**config.mk**
```make
export PLATFORM = sky130hd
export DESIGN_NAME = csma_backoff_timer
export DESIGN_NICKNAME = d
export VERILOG_FILES = /design/src/rtl/bo_pkg.sv /design/src/rtl/bo_interval_timer.sv /design/src/rtl/bo_slot_counter.sv /design/src/rtl/csma_backoff_timer.sv
export SDC_FILE = /design/constraint.sdc
export NUM_CORES = 1
export LEC_CHECK = 0
export ABC_CLOCK_PERIOD_IN_PS = 3600
export BUFFER_PORTS_ARGS = -buffer_cell sky130_fd_sc_hd__buf_2
export CORE_ASPECT_RATIO = 0.75
export CORE_MARGIN = 2
export CORE_UTILIZATION = 56
export DETAILED_ROUTE_END_ITERATION = 8
export MAX_ROUTING_LAYER = met4
export PLACE_DENSITY = 0.82
export SLEW_MARGIN = 10
export SYNTH_ARGS = -nofsm -noshare
export SYNTH_HDL_FRONTEND = slang
export SYNTH_SLANG_ARGS = --single-unit
```
**constraint.sdc**
```tcl
create_clock -name clk -period 3.6 [get_ports clk]
set_clock_uncertainty 0.15 [all_clocks]
set_input_delay 0.18 -clock clk [delete_from_list [all_inputs] [get_ports clk]]
set_output_delay 0.18 -clock clk [all_outputs]
set_load 0.02 [all_outputs]
```
**src/rtl/bo_pkg.sv**
```systemverilog
package bo_pkg;
    typedef enum logic [1:0] {
        ST_IDLE  = 2'd0,
        ST_DEFER = 2'd1,
        ST_COUNT = 2'd2,
        ST_GRANT = 2'd3
    } bo_state_e;
endpackage

```
**src/rtl/bo_interval_timer.sv**
```systemverilog
// Counts enabled ticks up to a programmed length; done marks the final tick.
module bo_interval_timer #(
    parameter int W = 16
) (
    input  logic         clk,
    input  logic         rst,
    input  logic         clear,
    input  logic         advance,
    input  logic [W-1:0] len,
    output logic         done
);
    logic [W-1:0] cnt;
    logic [W:0]   nxt;

    assign nxt  = {1'b0, cnt} + {{W{1'b0}}, 1'b1};
    // A length of zero behaves as one tick.
    assign done = advance && (nxt >= {1'b0, len});

    always_ff @(posedge clk) begin
        if (rst || clear) begin
            cnt <= '0;
        end else if (advance) begin
            cnt <= done ? '0 : nxt[W-1:0];
        end
    end
endmodule

```
**src/rtl/bo_slot_counter.sv**
```systemverilog
// Holds the remaining backoff slot count.
module bo_slot_counter #(
    parameter int W = 16
) (
    input  logic         clk,
    input  logic         rst,
    input  logic         clr,
    input  logic         load,
    input  logic [W-1:0] load_val,
    input  logic         dec,
    output logic [W-1:0] remaining,
    output logic         is_zero,
    output logic         is_one
);
    always_ff @(posedge clk) begin
        if (rst || clr) begin
            remaining <= '0;
        end else if (load) begin
            remaining <= load_val;
        end else if (dec) begin
            remaining <= remaining - {{(W-1){1'b0}}, 1'b1};
        end
    end

    assign is_zero = (remaining == '0);
    assign is_one  = (remaining == {{(W-1){1'b0}}, 1'b1});

    // the controller never asks for a decrement from zero
    assert_no_underflow_R4: assert property (@(posedge clk) disable iff (rst)
        dec |-> (remaining != '0));
endmodule

```
**src/rtl/csma_backoff_timer.sv**
```systemverilog
module csma_backoff_timer
    import bo_pkg::*;
#(
    parameter int SLOT_W    = 10,
    parameter int DIFS_W    = 10,
    parameter int EIFS_W    = 16,
    parameter int CNT_W     = 16,
    parameter int CAL_TICKS = 20
) (
    input  logic              clk,
    input  logic              rst,
    input  logic              tick,
    input  logic [SLOT_W-1:0] slot_len,
    input  logic [DIFS_W-1:0] difs_len,
    input  logic [EIFS_W-1:0] eifs_len,
    input  logic [CNT_W-1:0]  slot_count,
    input  logic              last_rx_err,
    input  logic              medium_idle,
    input  logic              start,
    input  logic              start_now,
    input  logic              bo_reset,
    output logic              tx_permit,
    output logic [CNT_W-1:0]  slots_left
);
    localparam int DEFER_W = (DIFS_W > EIFS_W) ? DIFS_W : EIFS_W;
    localparam logic [DIFS_W-1:0] CAL_V = DIFS_W'(CAL_TICKS);

    bo_state_e state, state_nxt;

    logic               defer_done, slot_done;
    logic               cnt_zero, cnt_one;
    logic               accept;
    logic [DIFS_W-1:0]  difs_cal;
    logic [DEFER_W-1:0] defer_len;

    // Calibrated short deferral, floored at one tick.
    assign difs_cal  = (difs_len > CAL_V) ? (difs_len - CAL_V) : DIFS_W'(1);
    assign defer_len = last_rx_err ? DEFER_W'(eifs_len) : DEFER_W'(difs_cal);
    assign accept    = (state == ST_IDLE) && start && !bo_reset;

    bo_interval_timer #(.W(DEFER_W)) u_defer (
        .clk     (clk),
        .rst     (rst),
        .clear   ((state != ST_DEFER) || !medium_idle),
        .advance ((state == ST_DEFER) && medium_idle && tick),
        .len     (defer_len),
        .done    (defer_done)
    );

    bo_interval_timer #(.W(SLOT_W)) u_slot (
        .clk     (clk),
        .rst     (rst),
        .clear   ((state != ST_COUNT) || !medium_idle),
        .advance ((state == ST_COUNT) && medium_idle && tick && !cnt_zero),
        .len     (slot_len),
        .done    (slot_done)
    );

    bo_slot_counter #(.W(CNT_W)) u_cnt (
        .clk       (clk),
        .rst       (rst),
        .clr       (bo_reset),
        .load      (accept),
        .load_val  (slot_count),
        .dec       (slot_done && !bo_reset),
        .remaining (slots_left),
        .is_zero   (cnt_zero),
        .is_one    (cnt_one)
    );

    // Next-state logic
    always_comb begin
        state_nxt = state;
        unique case (state)
            ST_IDLE: begin
                if (start) state_nxt = start_now ? ST_COUNT : ST_DEFER;
            end
            ST_DEFER: begin
                if (defer_done) state_nxt = ST_COUNT;
            end
            ST_COUNT: begin
                if (cnt_zero)                state_nxt = ST_GRANT;
                else if (!medium_idle)       state_nxt = ST_DEFER;
                else if (slot_done && cnt_one) state_nxt = ST_GRANT;
            end
            ST_GRANT: state_nxt = ST_IDLE;
            default:  state_nxt = ST_IDLE;
        endcase
        if (bo_reset) state_nxt = ST_IDLE;
    end

    // State register
    always_ff @(posedge clk) begin
        if (rst) state <= ST_IDLE;
        else     state <= state_nxt;
    end

    // Outputs
    always_comb begin
        tx_permit = (state == ST_GRANT);
    end

    assert_grant_single_R5: assert property (@(posedge clk) disable iff (rst)
        tx_permit |=> !tx_permit);

    assert_immediate_start_R6: assert property (@(posedge clk) disable iff (rst)
        (state == ST_IDLE && start && start_now && !bo_reset) |=> (state == ST_COUNT));

    assert_freeze_busy_R7: assert property (@(posedge clk) disable iff (rst)
        (state == ST_COUNT && !medium_idle && !cnt_zero && !bo_reset)
            |=> ($stable(slots_left) && state == ST_DEFER));

    assert_hold_no_tick_R9: assert property (@(posedge clk) disable iff (rst)
        (state != ST_IDLE && !tick && !bo_reset) |=> $stable(slots_left));

    assert_bo_reset_clears_R10: assert property (@(posedge clk) disable iff (rst)
        bo_reset |=> (state == ST_IDLE && slots_left == '0 && !tx_permit));

    assert_start_ignored_R11: assert property (@(posedge clk) disable iff (rst)
        (state != ST_IDLE && state != ST_GRANT && !tick && !bo_reset) |=> (state != ST_IDLE));
endmodule

```
== Word level (Yosys, flattened, before mapping) ==
Cells that the tools add are included.
W data, S select, Z words.

* Register bits: 44
* Input port bits: 60
* Output and inout bits: 17
* Logic and storage cells: 57

* $add $sub $neg: 4
* Magnitude comparators: 3
* Equal/unequal tests: 9
* Muxes and demuxes: 13
* Reduce and logical (&&, ||, !) cells: 24

{| class="wikitable"
|+ Operators by type and width
! operator !! number
|-
| $mux W16 || 4
|-
| $mux W10 || 2
|-
| $add A16 B1 Y17 const B || 1
|-
| $ge A17 B16 Y1 || 1
|-
| $eq A16 B1 Y1 const B || 1
|-
| $logic_not A16 Y1 || 1
|-
| $sub A16 B1 Y16 const B || 1
|-
| $mux W2 || 6
|-
| $add A10 B1 Y11 const B || 1
|-
| $ge A11 B10 Y1 || 1
|-
| $logic_and A1 B1 Y1 || 11
|-
| $gt A10 B5 Y1 const B || 1
|-
| $sub A10 B5 Y10 const B || 1
|-
| $pmux W2 S4 || 1
|-
| $logic_or A1 B1 Y1 || 5
|-
| $eq A2 B2 Y1 const B || 2
|-
| $ne A2 B1 Y1 const B || 2
|-
| $ne A2 B2 Y1 const B || 2
|-
| $ne A4 B3 Y1 const B || 1
|-
| $logic_not A1 Y1 || 3
|-
| $reduce_and A3 Y1 || 1
|-
| $eq A2 B1 Y1 const B || 1
|-
| $logic_not A2 Y1 || 1
|-
| $reduce_bool A2 Y1 || 1
|-
| $reduce_or A2 Y1 || 1
|}

== Logic depth before layout (Yosys ltp) ==
* Depth in word-level cells: 10
* Depth in mapped cells: 14
* Depth with buffers taken out: 13

== Hierarchy ==
A second synthesis with hierarchy kept.

* Cells, all modules: 467
* Area total of the unflattened synthesis: 3764.9 µm²

{| class="wikitable"
|+ By module, submodules not included
! module !! times used !! cells an instance !! area each (µm²) !! seq. area each (µm²)
|-
| bo_interval_timer at u_defer || 1 || 177 || 1428.9 || 320.3
|-
| bo_interval_timer at u_slot || 1 || 112 || 952.2 || 200.2
|-
| bo_slot_counter || 1 || 105 || 890.9 || 320.3
|-
| csma_backoff_timer || 1 || 73 || 493.0 || 40.0
|}

== Worst setup path after synthesis ==
No wires, ideal clock.

* Path type: register -> register
* Start point: register u_slot.cnt[2]
* End point: register u_cnt.remaining[3]
* Setup time: 0.074 ns
* Data arrival time: 2.797 ns
* Data required time: 3.376 ns
* Setup slack: 0.579 ns
* Cell stages (with the launch flop): 13
* Path buffers: 1
* Clock period less this slack: 3.021 ns
* Path through: dfxtp_1 and3_1 and3_1 and3_1 nand3_1 xnor2_1 ha_1 nor2b_1 a311o_1 a2bb2oi_1 clkbuf_1 o21ai_0 a31oi_1

* Cells in the longest elaborated chain, start to end: 5

{| class="wikitable"
|+ RTL lines
! what !! line !! source
|-
| start: declaration || bo_interval_timer.sv:12 || <nowiki>logic [W-1:0] cnt;</nowiki>
|-
| start signal: assignment || bo_interval_timer.sv:23 || <nowiki>cnt <= done ? '0 : nxt[W-1:0];</nowiki>
|-
| $add A10 B1 Y11 || bo_interval_timer.sv:15 || <nowiki>assign nxt = {1'b0, cnt} + {{W{1'b0}}, 1'b1};</nowiki>
|-
| $ge A11 B10 Y1 || bo_interval_timer.sv:17 || <nowiki>assign done = advance && (nxt >= {1'b0, len});</nowiki>
|-
| $logic_and A1 B1 Y1 || bo_interval_timer.sv:17 ||
|-
| $logic_and A1 B1 Y1 || csma_backoff_timer.sv:65 || <nowiki>.dec (slot_done && !bo_reset),</nowiki>
|-
| $reduce_bool A2 Y1 (no line) || n/a ||
|-
| end signal: assignment || bo_slot_counter.sv:19 || <nowiki>remaining <= load_val;</nowiki>
|-
| end signal: assignment || bo_slot_counter.sv:21 || <nowiki>remaining <= remaining - {{(W-1){1'b0}}, 1'b1};</nowiki>
|-
| end: declaration || bo_slot_counter.sv:11 || <nowiki>output logic [W-1:0] remaining,</nowiki>
|}

Every way passes these cells.
A chain may end at the register's enable or synchronous reset.

== Worst setup path after layout ==
* Start point: register u_defer.cnt[3]
* End point: register state[0]

* Cells in the longest elaborated chain, start to end: 5

{| class="wikitable"
|+ RTL lines
! what !! line !! source
|-
| start: declaration || bo_interval_timer.sv:12 ||
|-
| start signal: assignment || bo_interval_timer.sv:23 ||
|-
| $add A16 B1 Y17 || bo_interval_timer.sv:15 ||
|-
| $ge A17 B16 Y1 || bo_interval_timer.sv:17 ||
|-
| $logic_and A1 B1 Y1 || bo_interval_timer.sv:17 ||
|-
| $ne A2 B1 Y1 (no line) || n/a ||
|-
| $reduce_and A3 Y1 (no line) || n/a ||
|-
| end signal: assignment || csma_backoff_timer.sv:95 || <nowiki>else state <= state_nxt;</nowiki>
|-
| end: declaration || csma_backoff_timer.sv:28 || <nowiki>bo_state_e state, state_nxt;</nowiki>
|}

Every way passes these cells.

==> results.yml <==
detailed_routing:
  drt_wl_total_um: 9089
  wl_per_cell_um: 14.64
  viasPerCell: 6.039
  drt_iter0_drc: 381
  drtAntennaViolNets: 0
  dr.pass1.iters: 6
  vias: 3750
  route.detailed.drc: 0
timing:
  timing_hold_violations_final: 0
  worst_pin_slew_ns: 1.000
  setup_viol: 0
  layout_worst_path_cycle_share_pct: 91.11
  slew_headroom_pct: 33.33
  rsz0062_at_grt: "false"
  max_freq_mhz: 304.9
  slew_violations: 0
  setup_slack_ns: 0.3199
  fin_crit_ns: 3.280
  finalSetupTns_ns: 0
power:
  vdd_drop_max_uv: 201.0
  power_mw: 1.071
  p_leak_nw: 1.729
  power.density_nw_per_um2: 257.7
synth:
  synthAdderAreaFrac_pct: 11.13
  synth_top_area_share_pct: 24.48
  synth_warnings: 0
  synthCells: 472
  postSynth.asyncResetShare_pct: 0
  synth.avg_cell_area_um2: 7.624
  ys_dominant_reg_cell: "dfxtp_1"
  synth-seq-area-share_pct: 24.48
  synth_seq_cells: 44
  synth_common_cells: "50 x nand2_1, 44 x dfxtp_1, 32 x ha_1, 32 x o21ai_0"
  syn_nets: 564
  syn_area_um2: 3598
  synth_compound_area_share_pct: 22.46
  yosysUniqueCellTypes: 56
  synth_top_family_by_area: "simple AND/OR/NAND/NOR gates"
  synth_simple_gate_area_share_pct: 27.92
  yosys-top-cells-area: "dfxtp_1 24%, ha_1 11%, nand2_1 5.2%"
  synth_edf_count: 0
  yosysMostFrequentCell: "nand2_1"
  synth-xor-area-share_pct: 8.519
  yosys.area.top_type: "dfxtp_1"
  synth.area.mux_share_pct: 0.2782
setup_path:
  endpoint_kind: "flip-flop"
  crit_fanout: 11
  critPathArrivalTime_ns: 3.33
  required_ns: 3.65
  crit_type: "reg2reg"
  reg2reg_slack_ns: 0.32
  ff2ff_path_depth: 11
  r2r-end: "state[0]"
  crit_start: "u_defer.cnt[3]"
  crit_end: "state[0]"
  r2r_start: "u_defer.cnt[3]"
  critical_path.startpoint_type: "flip-flop"
clocking:
  cts_inserted_buffers: 5
  htreeDepth: 2
  clk_pin_slew_ns: 0.09
  cts_root_buffer: "clkbuf_8"
  holdBufCountCts: 0
  cts_sinks: 44
  clkLatencyLatePin_ns: 0.30
  clockBufferDepth: 2
  cts_tree: "yes"
grt:
  first_global_vias: 3317
  grt_pass1_wl_um: 15150
  grt_max_degree: 36
  antenna_found_initial: 0
  grt_usage_pct: 27.33
  overflow: 0
placed_design:
  portBuffers: 76
  gp_congestion: 0.9684
  place_ws_ns: 0.2926
  dp_cells: 613
  place_hpwl_um: 6854
min_path:
  min_path_cells: 3
  hp-class: "in2reg"
floorplan:
  fp-row-count: 25
  core_um2: 6256
  die_y_um: 73.42
  die_w_um: 96.56
  initial_core_util_pct: 57.52
  die_area_um2: 7089
  num_io_pins: 77
final_layout:
  layoutNonFillerInstCount: 621
  num_antenna_cells: 0
  n_fill_cell: 557
  nNetsFinal: 631
  layout-drive-gt1-share_pct: 19.07
  area_growth_pct: 15.51
run:
  drv_cap: 0
status:
  status: "finished, final reports clean"
-- final cells by class --
| class | count | area (µm²) | area share, % |
|---|---|---|---|
| inverter | 22 | 82.58 | 1.987 |
| tap | 81 | 101.3 | 2.438 |
| timing repair buffer | 84 | 440.4 | 10.60 |
| clock buffer | 6 | 72.57 | 1.746 |
| multi-input combinational | 382 | 2544 | 61.20 |
| sequential | 44 | 880.8 | 21.19 |
| clock inverter | 2 | 35.03 | 0.8429 |
-- through the flow --
step | util, % | hold WS (ns) | area, µm²
after floorplan | - | 0.2163 | 3598
after global placement | 64.50 | 0.3373 | 4035
after detailed placement | 64.50 | 0.3471 | 4035
after CTS | 66.22 | 0.03520 | 4143
after global routing | 66.44 | 0.05554 | 4156
final | 66.44 | 0.04141 | 4156
-- what timing repair did --
item / in CTS / in global routing
endpoints found under the setup margin: 0 / 3
gates resized for setup: 0 / 1
setup buffers: 0 / 0
-- placed cells by master, fill, tap and decap left out, drive strengths merged, types with 11 or more instances in the layout --
master,count
xnor2,16
dfxtp,44
nor2,28
a21oi,29
or3,19
nand3,27
ha,32
nand4,12
buf,84
a211o,11
nand2,50
inv,22
xor2,19
a31oi,13
o21ai,33
-- logic make-up after synthesis --
group,after synthesis
AOI/OAI and AO/OA,123
xor gates and xnor gates,35
and+or+nand+nor,191
muxes,1
adders and majority gates,32
DFF,44
buffers and inverters,46
-- sequential cells by signal, indices dropped and copies added (netlist names) --
signal,cells
u_cnt.remaining,16
u_defer.cnt,16
u_slot.cnt,10
state,2
-- metal layers --
metal	GRT usage, %	vias up	part of all wire [%]
met5	-	-	0
met3	5.128	9	6.7
li1	-	1868	-
met1	37.17	1745	46
met4	5.790	0	0.86
met2	42.52	128	46
-- worst min path at each step --
stage | from | end
after global routing | slot_count[11] | u_cnt.remaining[11]
after detailed placement | slot_count[3] | u_cnt.remaining[3]
after floorplan | bo_reset | u_cnt.remaining[1]
after CTS | slot_count[3] | u_cnt.remaining[3]
final | slot_count[12] | u_cnt.remaining[12]
after global placement | slot_count[15] | u_cnt.remaining[15]
-- report_power, final --
group	total [mW]	internal, mW	switching [mW]	leakage (nW)
Sequential	0.504	0.494	0.00965	0.356
Combinational	0.183	0.0763	0.106	1.32
Clock	0.385	0.206	0.179	0.0552
-- critical path, cell delays in order, from the launching register on --
cell and delay (ns):
dfxtp_1 0.45, nand4_1 0.24, nor3_1 0.39, and3_1 0.28, xnor2_1 0.08, ha_1 0.29
nand3_1 0.10, nor3_1 0.31, nand3_1 0.18, o2111ai_4 0.23, o21ai_0 0.23, a21bo_2 0.23
(Power assumes the default switching activity.)
